--- src/rtl/aflo_pkg.sv ---
`timescale 1ns/1ps
package aflo_pkg;

  typedef enum logic {
    PROG_SERIAL   = 1'b0,
    PROG_PARALLEL = 1'b1
  } prog_mode_e;

  localparam int SEL_W      = 3;
  localparam int PRESET_LSH = 3;

  // preset threshold for a 3-bit index: 2^(idx+3)-1
  function automatic int unsigned preset_value(input logic [SEL_W-1:0] idx);
    int unsigned sh;
    sh = int'(idx) + PRESET_LSH;
    return (32'd1 << sh) - 32'd1;
  endfunction

endpackage

--- src/rtl/aflo_rst_sync.sv ---
`timescale 1ns/1ps
module aflo_rst_sync #(
  parameter int STAGES = 2
) (
  input  logic clk,
  input  logic rst_n,
  output logic rst_q_n
);

  logic [STAGES-1:0] sh_q;
  logic [STAGES-1:0] sh_d;

  always_comb begin
    sh_d = {sh_q[STAGES-2:0], 1'b1};
  end

  always_ff @(posedge clk or negedge rst_n) begin
    if (!rst_n) sh_q <= '0;
    else        sh_q <= sh_d;
  end

  assign rst_q_n = sh_q[STAGES-1];

endmodule

--- src/rtl/aflo_cfg_cap.sv ---
`timescale 1ns/1ps
module aflo_cfg_cap
  import aflo_pkg::*;
#(
  parameter int OFS_W = 10
) (
  input  logic             clk,
  input  logic             rst_q_n,
  input  logic             ld,
  input  logic [1:0]       fsel,
  output prog_mode_e       mode,
  output logic [OFS_W-1:0] preset
);

  logic [SEL_W-1:0] sel_q;
  logic [SEL_W-1:0] sel_d;
  logic             sel_en;

  // capture the strap pins on every clock while reset is held
  always_comb begin
    sel_en = !rst_q_n;
    sel_d  = {ld, fsel};
  end

  always_ff @(posedge clk) begin
    if (sel_en) sel_q <= sel_d;
  end

  always_comb begin
    mode   = sel_q[SEL_W-1] ? PROG_PARALLEL : PROG_SERIAL;
    preset = OFS_W'(preset_value(sel_q));
  end

endmodule

--- src/rtl/aflo_ofs_bank.sv ---
`timescale 1ns/1ps
module aflo_ofs_bank
  import aflo_pkg::*;
#(
  parameter int OFS_W = 10
) (
  input  logic             clk,
  input  logic             rst_q_n,
  input  prog_mode_e       mode,
  input  logic [OFS_W-1:0] preset,
  input  logic             ld,
  input  logic             wr_en,
  input  logic             rd_en,
  input  logic             sdat,
  input  logic [OFS_W-1:0] pdin,
  output logic [OFS_W-1:0] ae_ofs,
  output logic [OFS_W-1:0] af_ofs,
  output logic [OFS_W-1:0] rdata,
  output logic             rvalid
);

  localparam int BITS  = 2 * OFS_W;
  localparam int PTR_W = $clog2(BITS);
  localparam logic [PTR_W-1:0] PTR_LAST = PTR_W'(BITS - 1);

  logic [PTR_W-1:0] ptr_q, ptr_d;
  logic             wsel_q, wsel_d;
  logic             rsel_q, rsel_d;
  logic [OFS_W-1:0] ae_q, ae_d;
  logic [OFS_W-1:0] af_q, af_d;
  logic [OFS_W-1:0] rdata_q, rdata_d;
  logic             rvalid_q, rvalid_d;

  logic acc_wr, acc_rd, ser_wr, par_wr;

  always_comb begin
    acc_wr = wr_en && !ld;
    acc_rd = rd_en && !ld;
    ser_wr = acc_wr && (mode == PROG_SERIAL);
    par_wr = acc_wr && (mode == PROG_PARALLEL);
  end

  // next state: bit position, word selectors, thresholds, read data
  always_comb begin
    ptr_d    = ptr_q;
    wsel_d   = wsel_q;
    rsel_d   = rsel_q;
    ae_d     = ae_q;
    af_d     = af_q;
    rdata_d  = rdata_q;
    rvalid_d = acc_rd;

    if (ld) begin
      ptr_d  = '0;
      wsel_d = 1'b0;
      rsel_d = 1'b0;
    end else begin
      if (ser_wr) begin
        ptr_d = (ptr_q == PTR_LAST) ? '0 : ptr_q + 1'b1;
      end
      if (par_wr) wsel_d = ~wsel_q;
      if (acc_rd) rsel_d = ~rsel_q;
    end

    if (ser_wr) begin
      for (int i = 0; i < OFS_W; i++) begin
        if (ptr_q == PTR_W'(i))         ae_d[i] = sdat;
        if (ptr_q == PTR_W'(i + OFS_W)) af_d[i] = sdat;
      end
    end

    if (par_wr) begin
      if (wsel_q) af_d = pdin;
      else        ae_d = pdin;
    end

    if (acc_rd) rdata_d = rsel_q ? af_q : ae_q;
  end

  always_ff @(posedge clk or negedge rst_q_n) begin
    if (!rst_q_n) begin
      ptr_q    <= '0;
      wsel_q   <= 1'b0;
      rsel_q   <= 1'b0;
      rdata_q  <= '0;
      rvalid_q <= 1'b0;
    end else begin
      ptr_q    <= ptr_d;
      wsel_q   <= wsel_d;
      rsel_q   <= rsel_d;
      rdata_q  <= rdata_d;
      rvalid_q <= rvalid_d;
    end
  end

  // thresholds take the preset while reset is held, the loaded values after
  always_ff @(posedge clk) begin
    if (!rst_q_n) begin
      ae_q <= preset;
      af_q <= preset;
    end else begin
      ae_q <= ae_d;
      af_q <= af_d;
    end
  end

  assign ae_ofs = ae_q;
  assign af_ofs = af_q;
  assign rdata  = rdata_q;
  assign rvalid = rvalid_q;

  a_r5_rvalid_after_read: assert property (@(posedge clk) disable iff (!rst_q_n)
    (rd_en && !ld) |=> rvalid);

  a_r5_rvalid_needs_read: assert property (@(posedge clk) disable iff (!rst_q_n)
    rvalid |-> $past(rd_en && !ld));

  a_r4_ae_frozen_when_ld: assert property (@(posedge clk) disable iff (!rst_q_n)
    (ld && rst_q_n) |=> $stable(ae_ofs));

  a_r4_af_frozen_when_ld: assert property (@(posedge clk) disable iff (!rst_q_n)
    (ld && rst_q_n) |=> $stable(af_ofs));

  a_r3_ptr_in_range: assert property (@(posedge clk) disable iff (!rst_q_n)
    ptr_q <= PTR_LAST);

endmodule

--- src/rtl/aflo_flag_cmp.sv ---
`timescale 1ns/1ps
module aflo_flag_cmp #(
  parameter int OFS_W = 10,
  parameter int DEPTH = 2048,
  parameter int CNT_W = $clog2(DEPTH + 1)
) (
  input  logic             clk,
  input  logic             rst_q_n,
  input  logic [CNT_W-1:0] word_cnt,
  input  logic [OFS_W-1:0] ae_ofs,
  input  logic [OFS_W-1:0] af_ofs,
  output logic             almost_empty,
  output logic             almost_full
);

  localparam int CMP_W = (CNT_W > OFS_W) ? CNT_W : OFS_W;

  logic [CMP_W-1:0] cnt_x, free_x, ae_x, af_x;
  logic             ae_d, af_d, ae_q, af_q;

  always_comb begin
    cnt_x  = CMP_W'(word_cnt);
    free_x = CMP_W'(DEPTH) - cnt_x;
    ae_x   = CMP_W'(ae_ofs);
    af_x   = CMP_W'(af_ofs);
    ae_d   = (cnt_x <= ae_x);
    af_d   = (free_x <= af_x);
  end

  always_ff @(posedge clk or negedge rst_q_n) begin
    if (!rst_q_n) begin
      ae_q <= 1'b1;
      af_q <= 1'b0;
    end else begin
      ae_q <= ae_d;
      af_q <= af_d;
    end
  end

  assign almost_empty = ae_q;
  assign almost_full  = af_q;

  a_r8_empty_at_zero: assert property (@(posedge clk) disable iff (!rst_q_n)
    (word_cnt == '0) |=> almost_empty);

  a_r9_full_at_depth: assert property (@(posedge clk) disable iff (!rst_q_n)
    (word_cnt == CNT_W'(DEPTH)) |=> almost_full);

endmodule

--- src/rtl/almost_flag_ctrl.sv ---
`timescale 1ns/1ps
module almost_flag_ctrl
  import aflo_pkg::*;
#(
  parameter int OFS_W      = 10,
  parameter int DEPTH      = 2048,
  parameter int CNT_W      = $clog2(DEPTH + 1),
  parameter int RST_STAGES = 2
) (
  input  logic             clk,
  input  logic             rst_n,
  input  logic             ld,
  input  logic [1:0]       fsel,
  input  logic             sdat,
  input  logic             wr_en,
  input  logic             rd_en,
  input  logic [OFS_W-1:0] pdin,
  input  logic [CNT_W-1:0] word_cnt,
  output logic             fifo_wr_ok,
  output logic             fifo_rd_ok,
  output logic [OFS_W-1:0] ofs_rdata,
  output logic             ofs_rvalid,
  output logic             almost_empty,
  output logic             almost_full
);

  logic             rst_q_n;
  prog_mode_e       mode;
  logic [OFS_W-1:0] preset;
  logic [OFS_W-1:0] ae_ofs, af_ofs;

  aflo_rst_sync #(.STAGES(RST_STAGES)) u_rst (
    .clk     (clk),
    .rst_n   (rst_n),
    .rst_q_n (rst_q_n)
  );

  aflo_cfg_cap #(.OFS_W(OFS_W)) u_cfg (
    .clk     (clk),
    .rst_q_n (rst_q_n),
    .ld      (ld),
    .fsel    (fsel),
    .mode    (mode),
    .preset  (preset)
  );

  aflo_ofs_bank #(.OFS_W(OFS_W)) u_bank (
    .clk     (clk),
    .rst_q_n (rst_q_n),
    .mode    (mode),
    .preset  (preset),
    .ld      (ld),
    .wr_en   (wr_en),
    .rd_en   (rd_en),
    .sdat    (sdat),
    .pdin    (pdin),
    .ae_ofs  (ae_ofs),
    .af_ofs  (af_ofs),
    .rdata   (ofs_rdata),
    .rvalid  (ofs_rvalid)
  );

  aflo_flag_cmp #(.OFS_W(OFS_W), .DEPTH(DEPTH), .CNT_W(CNT_W)) u_flag (
    .clk          (clk),
    .rst_q_n      (rst_q_n),
    .word_cnt     (word_cnt),
    .ae_ofs       (ae_ofs),
    .af_ofs       (af_ofs),
    .almost_empty (almost_empty),
    .almost_full  (almost_full)
  );

  // FIFO traffic passes only with load high and reset over
  always_comb begin
    fifo_wr_ok = wr_en && ld && rst_q_n;
    fifo_rd_ok = rd_en && ld && rst_q_n;
  end

  a_r7_wr_blocked_low_ld: assert property (@(posedge clk) disable iff (!rst_q_n)
    !ld |-> !fifo_wr_ok);

  a_r7_rd_blocked_low_ld: assert property (@(posedge clk) disable iff (!rst_q_n)
    !ld |-> !fifo_rd_ok);

endmodule

--- config.mk ---
export PLATFORM = sky130hd
export DESIGN_NAME = almost_flag_ctrl
export DESIGN_NICKNAME = d
export VERILOG_FILES = /design/src/rtl/aflo_pkg.sv /design/src/rtl/aflo_rst_sync.sv /design/src/rtl/aflo_cfg_cap.sv /design/src/rtl/aflo_ofs_bank.sv /design/src/rtl/aflo_flag_cmp.sv /design/src/rtl/almost_flag_ctrl.sv
export SDC_FILE = /design/constraint.sdc
export NUM_CORES = 1
export LEC_CHECK = 0
export BUFFER_PORTS_ARGS = -buffer_cell sky130_fd_sc_hd__clkbuf_2
export CORE_MARGIN = 1.5
export CORE_UTILIZATION = 64
export CTS_BUF_LIST = sky130_fd_sc_hd__clkbuf_4
export CTS_CLUSTER_DIAMETER = 60
export DETAILED_ROUTE_END_ITERATION = 10
export GPL_ROUTABILITY_DRIVEN = 0
export MAX_ROUTING_LAYER = met4
export PLACE_DENSITY = 0.89
export REMOVE_ABC_BUFFERS = 1
export SLEW_MARGIN = 20
export SYNTH_ARGS = -nofsm -noshare
export SYNTH_HDL_FRONTEND = slang
export SYNTH_SLANG_ARGS = --single-unit
export TNS_END_PERCENT = 1
--- constraint.sdc ---
create_clock -name clk -period 3 [get_ports clk]
set_input_delay 0.3 -clock clk [delete_from_list [all_inputs] [get_ports clk]]
set_output_delay 0.3 -clock clk [all_outputs]
set_load 0.03 [all_outputs]
==> impl_metrics.ini <==
[status]
status = complete, no violations

[global_routing]
grt_usage_pct = 30.99
met2_usage_pct = 50.47
use_met3_pct = 6.125
antenna_found_initial = 0
grt_pass1_wl_mm = 11.91
met1_usage_pct = 38.13
grt_pass1_vias = 2607
grt_max_degree = 46
grt_overflow_total = 0
top_usage_layer = met2

[worst_setup_path]
cp_max_fo = 5
path_class = input pin to flip-flop
start_kind = input pin
required_ns = 3.32
endpoint_kind = flip-flop
arrival_ns = 2.64

[yosys]
synth_compound_area_share_pct = 17.27
ys_types = 51
ys.flop_type = dfrtp_1
syn_inst = 338
synth.largest_area_cell = dfrtp_1
synth_top_family_by_area = simple AND/OR/NAND/NOR gates
syn_area_per_cell_sq_um = 8.681
synthDominantCellAreaShare_pct = 17.91
synth_seq_cells = 45
syn_area_sq_um = 2934
muxShareOfSynthArea_pct = 7.846
synthAdderAreaFrac_pct = 11.51
synth-simple-area-share_pct = 18.59
ys_seq_area_share_pct = 35.52
synth_enable_flop_cells = 3
ys_async_sr_fraction_pct = 48.89
ys_warn_count = 0
synth_area_leaders = dfrtp_1 (18%), dfxtp_1 (14%), ha_1 (12%)
synth_xor_xnor_area_share_pct = 3.881

[finish]
fin_util_pct = 75.57
nets = 439
fin_cells = 435
drive_gt1_share_pct = 16.19
syn_to_final_growth_pct = 12.92
fillCellCount = 326
num_antenna_cells = 0
final_area_sq_um = 3313
regArea_sq_um = 1042
multi_input_area_sq_um = 1745

[hold_path]
hold_class = input pin to flip-flop

[floorplanning]
core.rowCount = 24
pin_count = 45
die_area_sq_um = 5000
die_y_um = 70.71
start_util_pct = 66.92
die_x_um = 70.71
core_region_area_sq_um = 4384

[sta]
slew_headroom_pct = 54.21
skew_ns = 0.01490
finalCritPeriodShare_pct = 77.38
finalHoldViolations = 0
post-route-min-period_ns = 2.321
report.final.slew_viol_count = 0
fmax_mhz = 430.8
worstMarginPinSlew_ns = 0.6868
setup_viol = 0
rsz0062_at_grt = false
fin_ws_ns = 0.6786
tns_ns = 0

[cts]
cts_tree = done
cts_made_buffers = 5
hold_buffers = 1
clkLatencyLatePin_ns = 0.38
clkSinkCount = 45
clock_path_buffers = 2
post_cts_buffers = 0
cts_resized = 0
cts-htree-levels = 2
clk_transition_reported_paths_ns = 0.13
cts-root-buf = clkbuf_4

[flow_run]
cap_violations = 0

[routing]
wl_per_cell_um = 16.44
wl_mm = 7.150
viasPerCell = 6.147
drtIter0Drc = 191
via_count = 2674
dr.pass1.iters = 5
ant_nets = 0
drcViolationCount = 0

[power]
power.leakage_uw = 0.001515
ir_worst_vdd_uv = 317.5
cellPowerDensity_nw_per_um2 = 474.2

[placement]
place_ws_ns = 0.3202
post-dp-hpwl_mm = 5.545
place_inst = 426
port_buffers = 44
place_area_sq_um = 3197
[routing by layer]
metal,up-vias,wire length (um)
met1,1246,3069
met5,-,0
li1,1286,-
met4,0,206
met2,117,3422
met3,25,451
[sequential cells by signal, indices dropped and copies added (netlist names)]
signal / count
u_rst.sh_q: 2
u_flag.almost_empty: 1
u_bank.rvalid: 1
u_bank.rdata: 10
u_bank.ae_ofs: 10
u_bank.rsel_q: 1
u_bank.ptr_q: 5
u_bank.wsel_q: 1
u_flag.almost_full: 1
u_cfg.sel_q: 3
u_bank.af_ofs: 10
[where the power goes]
| group | internal [uW] | switching (uW) | total [uW] |
|---|---|---|---|
| clock | 262 | 214 | 476 |
| combinational | 146 | 228 | 374 |
| sequential | 669 | 52.2 | 721 |
| total | 1080 | 494 | 1570 |
[worst max-delay path, cell delays in order]
cell and delay, ns:
clkbuf_2 0.13, or4_4 0.56, nor3_1 0.19, xnor2_1 0.15
ha_1 0.26, and4_1 0.22, nand3_1 0.11, a21oi_1 0.06
a2111oi_0 0.48, o2bb2a_4 0.18
[layout by cell type (no fill, tap or decap), types with 5 or more instances in the layout]
cell type	instances
nand3_1	10
dfxtp_1	20
mux2i_1	23
o21ai_0	28
and3_1	5
inv_1	29
clkbuf_4	5
o211ai_1	5
dfrtp_1	21
nor2_1	21
xnor2_1	10
a21oi_1	16
nor3_1	10
clkbuf_2	44
ha_1	27
nand4_1	5
nand2_1	35
[per-stage QoR]
step           hold slack (ns)  total power [uW]
3_3_place_gp           0.08484              1084
3_5_place_dp           0.08880              1100
2_1_floorplan         0.004409             968.3
5_1_grt                0.06908              1645
4_1_cts                0.08546              1569
6_report               0.09402              1571
[logic make-up (layout without fill, tap and decap cells)]
logic type,Yosys count,in the layout
AND/OR/NAND/NOR,109,109
AO/OA/AOI/OAI,79,79
flip-flops,45,45
buffers and inverters,41,84
adder cells (fa/ha/maj),27,27
multiplexers,23,23
XOR/XNOR,13,13
other,1,3
[path summary, 6_finish.rpt]
| kind | from | to | slack, ns | cells past startpoint |
|---|---|---|---|---|
| max | word_cnt[5] | u_flag.almost_full$_DFF_PN0_ | 0.68 | 10 |
| min | fsel[0] | u_cfg.sel_q[0]$_DFFE_PN_ | 0.09 | 1 |
| max reg2reg | u_cfg.sel_q[2]$_DFFE_PN_ | u_bank.ae_ofs[4]$_DFF_P_ | 0.92 | 5 |
| min reg2reg | u_rst.sh_q[1]$_DFF_PN0_ | u_bank.ptr_q[0]$_DFFE_PN0P_ | 0.32 | 1 |
| max in group asynchronous | u_rst.sh_q[1]$_DFF_PN0_ | u_flag.almost_empty$_DFF_PN1_ | 2.31 | 1 |
| min in group asynchronous | rst_n | u_rst.sh_q[1]$_DFF_PN0_ | 0.23 | 2 |
[synth_stat cells (10+ instances only)]
cell type and n:
xnor2_1 10, nor3_1 10, a21oi_1 16, dfxtp_1 20, inv_1 29, o21ai_0 28, ha_1 27, nand2_1 35
nand3_1 10, nor2_1 21, mux2i_1 23, dfrtp_1 21, clkbuf_1 11
[cell type report]
type                       instances  share of cell area (%)
clock buffer                       5                   1.133
sequential                        45                   31.46
clock inverter                     3                   2.077
multi-input combinational        254                   52.68
timing repair buffer              47                   7.402
tap                               52                   1.964
inverter                          29                   3.285
(Power assumes the default switching activity.)
